<file path="src/rtl/shadow_cfg_pkg.sv">
package shadow_cfg_pkg;
  typedef enum logic {
    STG_EMPTY = 1'b0,
    STG_HELD  = 1'b1
  } stage_e;
endpackage

</file>
<file path="src/rtl/shadow_cfg_stager.sv">
module shadow_cfg_stager
  import shadow_cfg_pkg::*;
#(
  parameter int WIDTH = 8
) (
  input  logic             clk_i,
  input  logic             rst_ni,
  input  logic             wr_en_i,
  input  logic [WIDTH-1:0] wr_data_i,
  input  logic             block_i,
  output logic             commit_o,
  output logic             reject_o,
  output logic             upd_alert_o
);
  stage_e           state_q;
  logic [WIDTH-1:0] held_q;
  logic             wr_ok;

  function automatic logic pair_matches(logic [WIDTH-1:0] a, logic [WIDTH-1:0] b);
    return (a ^ b) == '0;
  endfunction

  assign wr_ok    = wr_en_i && !block_i;
  assign commit_o = wr_ok && (state_q == STG_HELD) && pair_matches(held_q, wr_data_i);
  assign reject_o = wr_ok && (state_q == STG_HELD) && !pair_matches(held_q, wr_data_i);

  always_ff @(posedge clk_i or negedge rst_ni) begin
    if (!rst_ni) begin
      state_q     <= STG_EMPTY;
      held_q      <= '0;
      upd_alert_o <= 1'b0;
    end else begin
      upd_alert_o <= reject_o;
      if (wr_ok) begin
        if (state_q == STG_EMPTY) begin
          state_q <= STG_HELD;
          held_q  <= wr_data_i;
        end else begin
          state_q <= STG_EMPTY;
        end
      end
    end
  end

  // a second write empties the slot
  a_r4_slot_empties: assert property (@(posedge clk_i) disable iff (!rst_ni)
    (commit_o || reject_o) |=> (state_q == STG_EMPTY));
  // update alert lasts one cycle
  a_r3_one_cycle_pulse: assert property (@(posedge clk_i) disable iff (!rst_ni)
    upd_alert_o |=> !upd_alert_o);
  // blocked writes leave the slot alone
  a_r7_slot_frozen: assert property (@(posedge clk_i) disable iff (!rst_ni)
    block_i |=> $stable(state_q));
endmodule

</file>
<file path="src/rtl/shadow_cfg_store.sv">
module shadow_cfg_store #(
  parameter int              WIDTH     = 8,
  parameter logic [WIDTH-1:0] RESET_VAL = '0,
  parameter int              IDXW      = 3
) (
  input  logic             clk_i,
  input  logic             rst_ni,
  input  logic             commit_i,
  input  logic [WIDTH-1:0] commit_data_i,
  input  logic             fault_en_i,
  input  logic [IDXW-1:0]  fault_idx_i,
  output logic [WIDTH-1:0] main_o,
  output logic [WIDTH-1:0] inv_o
);
  logic [WIDTH-1:0] main_q;
  logic [WIDTH-1:0] inv_q;
  logic [WIDTH-1:0] flip_mask;
  logic [WIDTH-1:0] inv_base;

  function automatic logic [WIDTH-1:0] one_hot_at(logic [IDXW-1:0] idx);
    logic [WIDTH-1:0] m;
    m = '0;
    for (int i = 0; i < WIDTH; i++) begin
      if (32'(idx) == i) m[i] = 1'b1;
    end
    return m;
  endfunction

  assign flip_mask = fault_en_i ? one_hot_at(fault_idx_i) : '0;
  assign inv_base  = commit_i ? ~commit_data_i : inv_q;

  always_ff @(posedge clk_i or negedge rst_ni) begin
    if (!rst_ni) begin
      main_q <= RESET_VAL;
      inv_q  <= ~RESET_VAL;
    end else begin
      if (commit_i) main_q <= commit_data_i;
      inv_q <= inv_base ^ flip_mask;
    end
  end

  assign main_o = main_q;
  assign inv_o  = inv_q;

  // commit lands in both copies consistently
  a_r2_commit_lands: assert property (@(posedge clk_i) disable iff (!rst_ni)
    (commit_i && !fault_en_i) |=> (main_q == $past(commit_data_i)) && ((main_q ^ inv_q) == '1));
endmodule

</file>
<file path="src/rtl/shadow_cfg_guard.sv">
module shadow_cfg_guard #(
  parameter int WIDTH = 8
) (
  input  logic             clk_i,
  input  logic             rst_ni,
  input  logic [WIDTH-1:0] main_i,
  input  logic [WIDTH-1:0] inv_i,
  output logic             fault_now_o,
  output logic             fatal_o,
  output logic             store_alert_o
);
  logic lock_q;

  function automatic logic copies_disagree(logic [WIDTH-1:0] m, logic [WIDTH-1:0] s);
    return (m ^ ~s) != '0;
  endfunction

  assign fault_now_o = copies_disagree(main_i, inv_i);

  always_ff @(posedge clk_i or negedge rst_ni) begin
    if (!rst_ni) lock_q <= 1'b0;
    else if (fault_now_o) lock_q <= 1'b1;
  end

  assign fatal_o       = lock_q || fault_now_o;
  assign store_alert_o = fatal_o;

  // a fault sets the lock
  a_r6_fault_locks: assert property (@(posedge clk_i) disable iff (!rst_ni)
    fault_now_o |=> lock_q);
  // alert is sticky
  a_r8_alert_sticky: assert property (@(posedge clk_i) disable iff (!rst_ni)
    store_alert_o |=> store_alert_o);
endmodule

</file>
<file path="src/rtl/shadow_cfg_reg.sv">
module shadow_cfg_reg #(
  parameter int               WIDTH     = 8,
  parameter logic [WIDTH-1:0] RESET_VAL = 8'hA5,
  localparam int              IDXW      = (WIDTH > 1) ? $clog2(WIDTH) : 1
) (
  input  logic             clk_i,
  input  logic             rst_ni,
  input  logic             wr_en_i,
  input  logic [WIDTH-1:0] wr_data_i,
  output logic [WIDTH-1:0] rd_data_o,
  output logic             upd_alert_o,
  output logic             store_alert_o,
  input  logic             fault_en_i,
  input  logic [IDXW-1:0]  fault_idx_i
);
  logic             commit_evt;
  logic             reject_evt;
  logic             fatal;
  logic             fault_now;
  logic [WIDTH-1:0] main_copy;
  logic [WIDTH-1:0] inv_copy;

  shadow_cfg_stager #(.WIDTH(WIDTH)) u_stager (
    .clk_i      (clk_i),
    .rst_ni     (rst_ni),
    .wr_en_i    (wr_en_i),
    .wr_data_i  (wr_data_i),
    .block_i    (fatal),
    .commit_o   (commit_evt),
    .reject_o   (reject_evt),
    .upd_alert_o(upd_alert_o)
  );

  shadow_cfg_store #(.WIDTH(WIDTH), .RESET_VAL(RESET_VAL), .IDXW(IDXW)) u_store (
    .clk_i        (clk_i),
    .rst_ni       (rst_ni),
    .commit_i     (commit_evt),
    .commit_data_i(wr_data_i),
    .fault_en_i   (fault_en_i),
    .fault_idx_i  (fault_idx_i),
    .main_o       (main_copy),
    .inv_o        (inv_copy)
  );

  shadow_cfg_guard #(.WIDTH(WIDTH)) u_guard (
    .clk_i        (clk_i),
    .rst_ni       (rst_ni),
    .main_i       (main_copy),
    .inv_i        (inv_copy),
    .fault_now_o  (fault_now),
    .fatal_o      (fatal),
    .store_alert_o(store_alert_o)
  );

  assign rd_data_o = main_copy;

  // nothing is committed while the fault is present or latched
  a_r7_locked_stable: assert property (@(posedge clk_i) disable iff (!rst_ni)
    store_alert_o |=> $stable(rd_data_o));
  // a write with nothing staged does not change the read value
  a_r1_stage_only: assert property (@(posedge clk_i) disable iff (!rst_ni)
    (wr_en_i && !commit_evt) |=> $stable(rd_data_o));
  // rejected write never raises a storage fault by itself
  a_r3_reject_keeps: assert property (@(posedge clk_i) disable iff (!rst_ni)
    (reject_evt && !fault_now && !fault_en_i) |=> $stable(rd_data_o) && upd_alert_o);
endmodule

</file>
<file path="config.mk">
export PLATFORM = sky130hd
export DESIGN_NAME = shadow_cfg_reg
export DESIGN_NICKNAME = d
export VERILOG_FILES = /design/src/rtl/shadow_cfg_pkg.sv /design/src/rtl/shadow_cfg_stager.sv /design/src/rtl/shadow_cfg_store.sv /design/src/rtl/shadow_cfg_guard.sv /design/src/rtl/shadow_cfg_reg.sv
export SDC_FILE = /design/constraint.sdc
export NUM_CORES = 1
export LEC_CHECK = 0
export BUFFER_PORTS_ARGS = -buffer_cell sky130_fd_sc_hd__clkbuf_2
export CAP_MARGIN = 0
export CORE_UTILIZATION = 40
export CTS_BUF_LIST = sky130_fd_sc_hd__clkbuf_4 sky130_fd_sc_hd__clkbuf_8
export DETAILED_ROUTE_END_ITERATION = 7
export GPL_ROUTABILITY_DRIVEN = 1
export PLACE_DENSITY = 0.57
export RECOVER_POWER = 50
export SYNTH_ARGS = -nofsm -noshare
export SYNTH_HDL_FRONTEND = slang
export SYNTH_SLANG_ARGS = --single-unit
export TNS_END_PERCENT = 1
</file>
<file path="constraint.sdc">
create_clock -name clk_i -period 2.39 [get_ports clk_i]
set_input_delay 0.1195 -clock clk_i [delete_from_list [all_inputs] [get_ports clk_i]]
set_output_delay 0.1195 -clock clk_i [all_outputs]
set_load 0.05 [all_outputs]
</file>
# Word-level counts from Yosys, hierarchy flattened
# Index checks and enable logic that the tools add are counted.
# Widths: inputs -> output; s select.
[totals]
register_bits = 27
input_bits = 15
elab_cells = 41
[op_classes]
eq_ne = 7
muxes = 11
bitwise = 6
n_reduce_logical = 11
[ops]
columns = ["operator", "count"]
rows = [
  ["$xor 8x8->8", 3],
  ["$mux 8", 2],
  ["$not 8->8", 2],
  ["$eq 3x3->1 const B", 4],
  ["$mux 1", 9],
  ["$logic_not 8->1", 1],
  ["$reduce_bool 8->1", 1],
  ["$eq 3x2->1 const B", 2],
  ["$logic_and 1x1->1", 4],
  ["$eq 3x1->1 const B", 1],
  ["$logic_not 3->1", 1],
  ["$logic_not 1->1", 2],
  ["$reduce_and 2->1", 1],
  ["$logic_or 1x1->1", 1],
  ["$not 1->1", 1],
]

# Logic depth before layout (Yosys ltp)
[logic_depth]
ltp_word = 10
ltp_mapped = 6
ltp_nobuf = 5

# Modules after synthesis
# A second synthesis with hierarchy kept.
[unflattened]
cells_unflattened = 111
area_unflattened_um2 = 1407.6
[by_module_without_submodules]
columns = ["mod", "instances", "cells_per_inst", "area_per_inst_um2", "seq_area_each_um2"]
rows = [
  ["shadow_cfg_store", 1, 61, 795.8, 410.4],
  ["shadow_cfg_stager", 1, 35, 478.0, 250.2],
  ["shadow_cfg_guard", 1, 15, 133.9, 25.0],
]

# Worst setup path before layout
# No wires, ideal clock.
[synth_path]
path_kind = "register -> register"
startpoint = "register u_store.main_q[2], in the netlist u_store.main_o[2]"
endpoint = "register u_stager.state_q"
setup_ns = 0.129
arrival_time_ns = 2.142
setup_slack_ns = 0.120
stages_incl_launch_ff = 6
path_buffers = 0
period_less_slack_ns = 2.270
path_cell_list = "dfstp_2 > xnor2_1 > nor4_4 > nand3_1 > o21ai_0 > nand2_1"
[synth_via]
elab_chain_cells = 5
[synth_lines]
columns = ["element", "line", "rtl"]
rows = [
  ["from (decl)", "shadow_cfg_store.sv:15", "logic [WIDTH-1:0] main_q;"],
  ["from (signal assigned)", "shadow_cfg_store.sv:37", "if (commit_i) main_q <= commit_data_i;"],
  ["$xor 8x8->8", "shadow_cfg_guard.sv:15", "return (m ^ ~s) != '0;"],
  ["$reduce_bool 8->1", "shadow_cfg_guard.sv:15", ""],
  ["$logic_or 1x1->1", "shadow_cfg_guard.sv:25", "assign fatal_o = lock_q || fault_now_o;"],
  ["via store_alert_o", "shadow_cfg_reg.sv:12", "output logic store_alert_o,"],
  ["$logic_not 1->1", "shadow_cfg_stager.sv:23", "assign wr_ok = wr_en_i && !block_i;"],
  ["$logic_and 1x1->1", "shadow_cfg_stager.sv:23", ""],
  ["to (signal assigned)", "shadow_cfg_stager.sv:29", "state_q <= STG_EMPTY;"],
  ["to (signal assigned)", "shadow_cfg_stager.sv:36", "state_q <= STG_HELD;"],
  ["to (signal assigned)", "shadow_cfg_stager.sv:39", "state_q <= STG_EMPTY;"],
  ["to (decl)", "shadow_cfg_stager.sv:15", "stage_e state_q;"],
]
# The timed path passes the listed nets, and every way through them passes these cells.
# A chain may end at the register's enable or synchronous reset.

# Worst setup path in the final report
[layout_path]
startpoint = "register u_store.main_q[2], in the netlist u_store.main_o[2]"
endpoint = "register u_store.main_q[1], in the netlist u_store.main_o[1]"
[layout_via]
elab_chain_cells = 7
[layout_lines]
columns = ["element", "line", "rtl"]
rows = [
  ["$xor 8x8->8", "shadow_cfg_guard.sv:15", ""],
  ["$reduce_bool 8->1", "shadow_cfg_guard.sv:15", ""],
  ["$logic_or 1x1->1", "shadow_cfg_guard.sv:25", ""],
  ["$logic_not 1->1", "shadow_cfg_stager.sv:23", ""],
  ["$logic_and 1x1->1", "shadow_cfg_stager.sv:23", ""],
  ["$logic_and 1x1->1 (2 in series)", "shadow_cfg_stager.sv:24", "assign commit_o = wr_ok && (state_q == STG_HELD) && pair_matches(held_q, wr_data_i);"],
]
# No other way between the ends.

==> results.json <==
{
  "clkSinkCount": 27,
  "pwr-share-comb_pct": 16.7,
  "cts_tree": "done",
  "drt_first_pass_iters": 4,
  "die_h_um": 64.6,
  "vias": 1257,
  "skew_ps": 4.37,
  "finalCriticalPeriod_ps": 2240,
  "drtIter0Drc": 69,
  "fp.coreArea_um2": 3720,
  "antennaDiodeCount": 0,
  "netlist_instances": 144,
  "synth_area_um2": 1570,
  "clock_latency_ps": 270,
  "start_util_pct": 42.1,
  "path_max_fanout": 19,
  "arrival_ps": 2410,
  "finish.utilization_pct": 49.0,
  "grt_pass1_wl_um": 5890,
  "power_density_nw_per_um2": 513,
  "tns_ps": 0,
  "synth_nets": 159,
  "finalHoldViolations": 0,
  "vias_per_cell": 5.66,
  "final_cell_mix": "dfrtp_1 (19), clkbuf_2 (18), nand4_1 (11)",
  "route.detailed.drc": 0,
  "dieWidth_um": 64.6,
  "cp_cell_sequence": "xnor2_1 -> nor4_4 -> nand4_4 -> nor2_2 -> buf_4 -> mux2_1",
  "intPower_mw": 0.685,
  "drive_above_1_share_pct": 31.6,
  "die-area_um2": 4170,
  "fmax_ghz": 0.445,
  "sw_frac_of_total_pct": 26.7,
  "cts-root-buf": "clkbuf_8",
  "p_clk_share_pct": 27.5,
  "slew_violations": 0,
  "critPathRequiredTime_ps": 2550,
  "io_buffers": 24,
  "slew_headroom_pct": 3.51,
  "p_sw_mw": 0.249,
  "cpPeakStageDelay_ps": 560,
  "rsz0062_at_grt": "no",
  "drt-total-wl_um": 3430,
  "seq_area_frac_synth_pct": 43.8,
  "rr_worst_depth": 6,
  "syn_to_final_growth_pct": 16.3,
  "antenna_found_initial": 0,
  "pwr-share-seq_pct": 55.7,
  "cp_slowest_cell": "dfstp_2",
  "io_pins": 25,
  "ir_worst_vdd_v": 0.000222,
  "yosys_register_bits": 27,
  "num_rows": 22,
  "cts_max_level": 1,
  "period_share_pct": 93.9,
  "globalplace.congestion": 0.795,
  "grt_max_degree": 28,
  "final_antenna_net_count": 0,
  "ys.warnings.count": 0,
  "path_class": "reg -> reg",
  "routedWlPerCell_um": 15.5,
  "setup_viol_count_final": 0,
  "status": "finished, final reports clean",
  "min_path_cells": 3,
  "grtUsageTotal_pct": 18.6,
  "clockBufferDepth": 2,
  "clk_pin_slew_worst_paths_ps": 90,
  "min_path_type": "in -> reg",
  "final_common_cell": "dfrtp_1",
  "ys_types": 33,
  "maxCapViolations": 0,
  "overflow": 0,
  "p_total_mw": 0.934,
  "dp_hpwl_um": 2630,
  "avgSynthCellArea_um2": 10.9,
  "grt_pass1_vias": 1257,
  "cts_buffers": 3,
  "r2r_slack_ps": 150,
  "worst_pin_slew_ps": 1450,
  "power.leakage_nw": 0.786,
  "nNetsFinal": 190,
  "worstSetupStartpointType": "flop",
  "endpoint_kind": "flop"
}
-- path summary, 6_finish.rpt --
check | startpoint | to
setup / recovery | u_store.main_o[2] | u_store.main_o[1]
hold / removal | wr_en_i | u_stager.upd_alert_o
setup reg to reg | u_store.main_o[2] | u_store.main_o[1]
hold reg to reg | u_guard.lock_q | u_guard.lock_q
max in group asynchronous | rst_ni | u_store.main_o[3]
min in group asynchronous | rst_ni | u_guard.lock_q
-- metrics by stage --
stage | setup WS (ps) | hold slack, ps | cells | instance area [um2]
finish | 145 | 97.7 | 222 | 1820
global route | 10.0 | 100 | 222 | 1820
CTS | 112 | 81.5 | 222 | 1820
detailed placement | 128 | 189 | 217 | 1770
global placement | 183 | 183 | 217 | 1770
floorplan | 120 | -176 | 144 | 1570
-- flip-flops by register name (all words and copies together), names as in the netlist --
signal                flops
u_stager.held_q           8
u_stager.upd_alert_o      1
u_guard.lock_q            1
u_store.main_o            8
u_store.inv_o             8
u_stager.state_q          1
-- power by group through the flow --
stage          sequential [mW]  clock (mW)  combinational [mW]
2_1_floorplan            0.523           0               0.105
6_report                 0.521       0.257               0.156
5_1_grt                  0.526       0.291               0.175
3_5_place_dp             0.529           0               0.156
4_1_cts                  0.521       0.276               0.158
3_3_place_gp             0.528           0               0.154
-- cell usage after synthesis (all sizes together) --
library cell	n	share of area, %
a2bb2oi	1	0.56
nor2b	3	1.2
o2111ai	4	2.2
nand4	14	7.4
inv	2	0.48
a311o	1	0.64
and4	2	1.1
dfstp	8	13
or4	7	3.4
nand2b	5	2.0
or3	2	0.80
o21ai	6	1.9
nor2	11	2.8
mux2	16	12
clkbuf	3	0.72
buf	3	1.4
nand3	2	0.64
xnor2	10	5.6
o211ai	2	0.96
nor4	4	2.6
dfrtp	19	30
nor3	6	2.2
nand2	3	0.72
xor2	6	3.4
or2	1	0.40
o221ai	3	1.7
-- timing repair --
item / 4_1_cts / 5_1_grt
endpoints found under the hold margin: 19 / 0
gates resized for setup: 0 / 1
setup endpoints to repair: 0 / 6
hold buffers: 1 / 0
buffers inserted: 0 / 0
-- critical path, delay by kind of cell, from the launching register on --
family | cells | cell delay, ps
xor+xnor | 1 | 90
buf+inv | 1 | 200
flops | 1 | 560
mux | 1 | 340
simple gates | 3 | 940
-- cell families after synthesis --
logic type	synth area share [%]
AOI/OAI and AO/OA	7.99
and+or+nand+nor	25.2
xor gates and xnor gates	8.95
muxes	11.5
DFF	43.8
buffers and inverters	2.56
-- layout make-up --
type                    instances  area, um2
multi-input cells             109        846
clock inverters                 1       5.00
flip-flops and latches         27        686
well taps                      48       60.1
clock buffers                   3       41.3
fillers                       373       1900
repair buffers                 32        175
inverters                       2       7.51
-- routing by layer --
layer  wire length, um  GRT usage, %  vias to the layer above
li1                  -             -                      612
met5                 0             0                        -
met2              1700          31.7                       25
met3                85          1.58                        5
met1              1590          23.9                      615
met4                51          8.61                        0
Note: power is estimated with default switching activity, not from simulation.
